[src/rtl/adc_serial_port.sv]
module adc_serial_port #(
  parameter int RES_W   = 8,
  parameter int ADDR_W  = 4,
  parameter int CS_FILT = 2
) (
  input  logic              clk,
  input  logic              rst_n,
  input  logic              cs_n,
  input  logic              sclk,
  input  logic              sdi,
  output logic              sdo,
  output logic              sdo_en,
  output logic              eoc,
  output logic              conv_start,
  output logic              conv_abort,
  output logic [ADDR_W-1:0] conv_chan,
  input  logic              conv_done,
  input  logic [RES_W-1:0]  conv_result
);
  localparam int CW = $clog2(RES_W + 1);
  localparam int FW = $clog2(CS_FILT + 1);

  logic [1:0]        cs_sy;
  logic [2:0]        sc_sy;
  logic [1:0]        sd_sy;
  logic [FW-1:0]     low_cnt;
  logic              cs_act;
  logic              busy;
  logic [CW-1:0]     rise_cnt, fall_cnt;
  logic [ADDR_W-1:0] addr_sr, chan_q;
  logic [RES_W-1:0]  tx_sr, result_q;
  logic              start_q, abort_q;

  logic cs_s, sc_rise, sc_fall, sd_s, accept, live, last_fall;

  assign cs_s      = cs_sy[1];
  assign sc_rise   = sc_sy[1] & ~sc_sy[2];
  assign sc_fall   = ~sc_sy[1] & sc_sy[2];
  assign sd_s      = sd_sy[1];
  assign accept    = ~cs_s & ~cs_act & (low_cnt == FW'(CS_FILT - 1));
  assign live      = cs_act & ~busy;
  assign last_fall = sc_fall & (fall_cnt == CW'(RES_W - 1));

  assign sdo        = tx_sr[RES_W-1];
  assign sdo_en     = live;
  assign eoc        = ~busy;
  assign conv_start = start_q;
  assign conv_abort = abort_q;
  assign conv_chan  = chan_q;

  always_ff @(posedge clk or negedge rst_n) begin
    if (!rst_n) begin
      cs_sy <= 2'b11;
      sc_sy <= '0;
      sd_sy <= '0;
    end else begin
      cs_sy <= {cs_sy[0], cs_n};
      sc_sy <= {sc_sy[1:0], sclk};
      sd_sy <= {sd_sy[0], sdi};
    end
  end

  always_ff @(posedge clk or negedge rst_n) begin
    if (!rst_n) begin
      low_cnt <= '0;
      cs_act  <= 1'b0;
    end else if (cs_s) begin
      low_cnt <= '0;
      cs_act  <= 1'b0;
    end else if (!cs_act) begin
      if (low_cnt == FW'(CS_FILT - 1)) cs_act <= 1'b1;
      else low_cnt <= low_cnt + FW'(1);
    end
  end

  always_ff @(posedge clk or negedge rst_n) begin
    if (!rst_n) begin
      busy     <= 1'b0;
      rise_cnt <= '0;
      fall_cnt <= '0;
      addr_sr  <= '0;
      chan_q   <= '0;
      tx_sr    <= '0;
      result_q <= '0;
      start_q  <= 1'b0;
      abort_q  <= 1'b0;
    end else begin
      start_q <= 1'b0;
      abort_q <= 1'b0;
      if (accept) begin
        rise_cnt <= '0;
        fall_cnt <= '0;
        busy     <= 1'b0;
        abort_q  <= busy & ~conv_done;
        if (busy & conv_done) begin
          result_q <= conv_result;
          tx_sr    <= conv_result;
        end else begin
          tx_sr <= result_q;
        end
      end else if (busy) begin
        if (conv_done) begin
          busy     <= 1'b0;
          result_q <= conv_result;
          tx_sr    <= conv_result;
          rise_cnt <= '0;
          fall_cnt <= '0;
        end
      end else if (cs_act) begin
        if (sc_rise && rise_cnt < CW'(ADDR_W)) begin
          addr_sr  <= {addr_sr[ADDR_W-2:0], sd_s};
          rise_cnt <= rise_cnt + CW'(1);
        end
        if (sc_fall) begin
          if (last_fall) begin
            busy     <= 1'b1;
            start_q  <= 1'b1;
            chan_q   <= addr_sr;
            fall_cnt <= '0;
          end else begin
            tx_sr    <= {tx_sr[RES_W-2:0], 1'b0};
            fall_cnt <= fall_cnt + CW'(1);
          end
        end
      end
    end
  end
endmodule

[config.mk]
export PLATFORM = sky130hd
export DESIGN_NAME = adc_serial_port
export DESIGN_NICKNAME = d
export VERILOG_FILES = /design/src/rtl/adc_serial_port.sv
export SDC_FILE = /design/constraint.sdc
export NUM_CORES = 1
export LEC_CHECK = 0
export ABC_AREA = 1
export BUFFER_PORTS_ARGS = -buffer_cell sky130_fd_sc_hd__buf_2
export CAP_MARGIN = 20
export CORE_ASPECT_RATIO = 1.5
export CORE_UTILIZATION = 62
export CTS_CLUSTER_SIZE = 24
export DETAILED_ROUTE_END_ITERATION = 10
export GPL_TIMING_DRIVEN = 0
export PLACE_DENSITY_LB_ADDON = 0.1
export SLEW_MARGIN = 20
export SYNTH_ARGS = -nofsm -noshare
export SYNTH_HDL_FRONTEND = slang
export SYNTH_SLANG_ARGS = --single-unit
[constraint.sdc]
create_clock -name clk -period 3.1 [get_ports clk]
set_input_delay 0.62 -clock clk [delete_from_list [all_inputs] [get_ports clk]]
set_output_delay 0.62 -clock clk [all_outputs]
set_load 0.1 [all_outputs]
== Word level (Yosys, flattened, before mapping) ==
Index checks and enable logic that the tools add are counted.
Storage, ports and cells
  register bits after elaboration: 45
  latch bits: 0
  bits in writable memories: 0
  bits in read-only memories: 0
  bits of input ports: 14
  output and inout port bits: 9
  logic and storage cells: 86
  memories kept: 0
Cells by class
  $add $sub $neg: 3
  multiply operators: 0
  divide/modulo/power cells: 0
  $lt $le $gt $ge: 1
  equal/unequal tests: 6
  shifts and indexed selects: 0
  multiplexer cells: 34
  bitwise gates (word level): 15
  reductions and logical operators: 13
Operators by type and width (number)
  $mux 8: 9
  $mux 4: 10
  $mux 1: 12
  $reduce_bool 3->1: 3
  $add 4x1->4 const B: 2
  $and 1x1->1: 8
  $reduce_and 4->1: 2
  $not 1->1: 7
  $mux 2: 3
  $reduce_and 3->1: 2
  $reduce_and 5->1: 1
  $eq 4x3->1 const B: 1
  $lt 4x3->1 const B: 1
  $ne 2x2->1 const B: 2
  $reduce_and 2->1: 2
  $reduce_bool 2->1: 2
  $ne 3x2->1 const B: 1
  $ne 3x3->1 const B: 1
  $add 2x1->2 const B: 1
  $eq 2x1->1 const B: 1
  $logic_and 1x1->1: 1

== Depth between registers and ports, before layout ==
  depth in word-level cells: 8
  mapped depth: 9
  gate-level depth less buffers: 8

== Least setup slack after synthesis ==
OpenSTA, ideal clock, no wires.
  kind: register to register
  start: reg busy
  end: reg addr_sr[0]
  library setup time: 0.127 ns
  arrival time: 1.859 ns
  required time: 2.973 ns
  path slack: 1.114 ns
  cell stages (with the launch flop): 8
  period minus slack after synthesis: 1.986 ns
  cells stage by stage: dfrtp_1 -> inv_1 -> buf_4 -> nand2_1 -> inv_1 -> nand4_2 -> nor2_1 -> a21oi_1
On the way
  longest elaborated chain between the ends: 2
Ends and longest elaborated chain
  start: declaration: line 28  | logic busy;
  start signal: assignment: line 78  | busy <= 1'b0;
  start signal: assignment: line 93  | busy <= 1'b0;
  start signal: assignment: line 103  | busy <= 1'b0;
  $not 1->1 (no source line)
  $reduce_and 4->1 (no source line)
  end signal: assignment: line 111  | addr_sr <= {addr_sr[ADDR_W-2:0], sd_s};
  end: declaration: line 30  | logic [ADDR_W-1:0] addr_sr, chan_q;
No other way between the ends.
A chain may end at the register's enable or synchronous reset.

== Worst setup path after layout ==
  start: reg busy
  end: out eoc
On the way
  longest elaborated chain between the ends: 1
Ends and longest elaborated chain
  $not 1->1 (no source line)
  end: declaration: line 13  | output logic eoc,
No other way between the ends.

==> results.ini <==
[floorplanning]
ioPinCount=23
die-area_um2=3760
fp.dieW_um=50.4
core_um2=3380
num_rows=26
dieHeight_um=74.6
initial_core_util=0.645

[cells_and_area]
final_common_cell=nand2_1
antenna_cells=0
final_cell_mix=116 x nand2_1, 43 x dfrtp_1, 28 x o21ai_0
drive_gt1_frac=0.156
final_cell_area_um2=2480
area_growth_pct=13.7
fin_cells=350
layout.nets=325

[drt]
avgViaCountPerCell=5.28
drtPass1Iterations=4
via_count=1849
routedWlPerCell_um=12.8
drc=0
ant_nets=0
drt-total-wl_um=4500
first_iter_violations=43

[pwr]
leakage_uw=0.00138
p_per_area_nw_per_um2=814
ir_drop_uv=567

[global_routing]
grt_pass1_wl_um=7530
grt_max_degree=46
grt-ovfl-total=0
antenna_found_initial=0
grt_use_total=0.274
grt_pass1_vias=1769

[logic_synthesis]
syn_nets=296
synth_cells=278
synth.distinct_cells=23
ys_warn_count=0
ys_seq_elements=45
syn_area_per_cell_um2=7.84
ys_seq_area_frac=0.517
synth_area_um2=2180

[cts]
cts_buffers=5
cts_htree_levels=2
post_cts_buffers=0
ctsResizeCount=0
path_clk_slew_ns=0.08
root_buffer=clkbuf_8
cts_tree=done
holdBufCountCts=0
clockBufferDepth=2
cts_sinks=45
worst_skew_pair.late_latency_ns=0.30

[sta]
rsz0062_at_grt=false
setup_viol=0
finalCritPeriodShare=0.748
maxSlewHeadroom=0.629
drv_slew=0
hold_viol=0
worstMarginPinSlew_ns=0.557
clock.fmax_mhz=431
fin_tns_setup_ns=0
clock_skew_ns=0.00480
post-route-min-period_ns=2.32

[critical_path]
cp-end-kind=output port
cp.required_ns=2.48
start_kind=register
slowest_stage=buf_2
cp.arrival_ns=1.70
crit_path_frequent_cell=buf_2
crit_fanout=10
setup.worst_path.class=reg -> out
crit_path_cell_trace=inv_1 -> buf_4 -> buf_2 -> buf_2
max_stage_delay_ns=0.46

[placement]
dp_cells=342
gp_congestion=0.840
dp_hpwl_um=3280
portBuffers=22
placedInstanceArea_um2=2340

[job]
maxCapViolCount=0

[run_status]
status=complete, no violations

[min_path]
hold_class=in -> async

-- power breakdown --
group / leakage, µW / total [µW] / internal, µW / switching, µW
registers: 0.000583 / 864 / 751 / 113
logic: 0.000731 / 639 / 210 / 429
clock network: 0.0000681 / 515 / 320 / 195
-- metal layers --
layer	vias to the layer above	track usage	share of wire
li1	927	-	-
met1	860	0.299	0.40
met2	51	0.498	0.54
met3	11	0.0525	0.037
met4	0	0.151	0.024
met5	-	0	0
-- worst max-delay path: cells and delay by family (launching register included) --
| family | cells | cell delay [ns] |
|---|---|---|
| buffers and inverters | 4 | 0.98 |
| flip-flops | 1 | 0.43 |
-- flip-flops by register name, indices dropped and copies added (netlist names) --
name        cells
sc_sy           3
conv_start      1
conv_chan       4
low_cnt         2
busy            1
rise_cnt        4
fall_cnt        4
sd_sy           2
addr_sr         4
cs_sy           2
cs_act          1
result_q        8
tx_sr           8
conv_abort      1
-- logic make-up (layout without fill, tap and decap cells) --
logic type,count (synthesis),count (layout),share of synthesized area
AOI/OAI and AO/OA,34,34,0.0820
adders and majority gates,4,4,0.0229
muxes,1,1,0.00516
and+or+nand+nor,159,159,0.306
xor gates and xnor gates,1,1,0.00402
DFF,45,45,0.517
buffers and inverters,34,64,0.0620
-- worst paths after layout --
path	from	endpoint	slack, ns	depth (start not counted)
max reg2reg	low_cnt[0]	result_q[4]	1.52	7
min reg2reg	cs_sy[0]	cs_sy[1]	0.36	0
min in group clk	cs_sy[0]	cs_sy[1]	0.36	0
max	busy	eoc	0.78	4
min	rst_n	addr_sr[0]	0.31	1
max in group asynchronous	rst_n	tx_sr[7]	2.41	1
-- layout make-up --
class,count,area (µm²)
Tap cell,42,52.6
Timing Repair Buffer,22,113
Clock inverter,3,65.1
Clock buffer,5,68.8
Sequential cell,45,1130
Buffer,5,26.3
Inverter,29,109
Multi-Input combinational cell,199,917
Fill cell,283,903
-- metrics by stage --
stage               power, µW  setup WS [ns]  utilization  hold slack [ns]
finish                   2020          0.780        0.733            0.312
global route             2170          0.683        0.733            0.345
CTS                      2040          0.778        0.732            0.361
detailed placement       1510           1.14        0.693            0.349
global placement         1480           1.13        0.693            0.332
floorplan                1350           1.11            -            0.324
-- cells in the mapped netlist --
master      n  share of area
nand2_1   116           0.20
dfrtp_1    43           0.49
o21ai_0    28          0.064
inv_1      27          0.046
nand3_1    19          0.044
nor2_1     15          0.026
ha_1        4          0.023
a21oi_1     3         0.0069
buf_2       3         0.0069
nand2_2     3         0.0086
nor2_4      3          0.015
dfstp_2     2          0.024
inv_2       2         0.0034
buf_4       1         0.0034
clkbuf_1    1         0.0017
mux2_2      1         0.0052
nand2_4     1         0.0052
nand4_2     1         0.0057
nor3_1      1         0.0023
o21ai_2     1         0.0040
o21bai_1    1         0.0034
o31ai_1     1         0.0034
xnor2_1     1         0.0040
No activity file was read; power rests on OpenSTA's default activity.
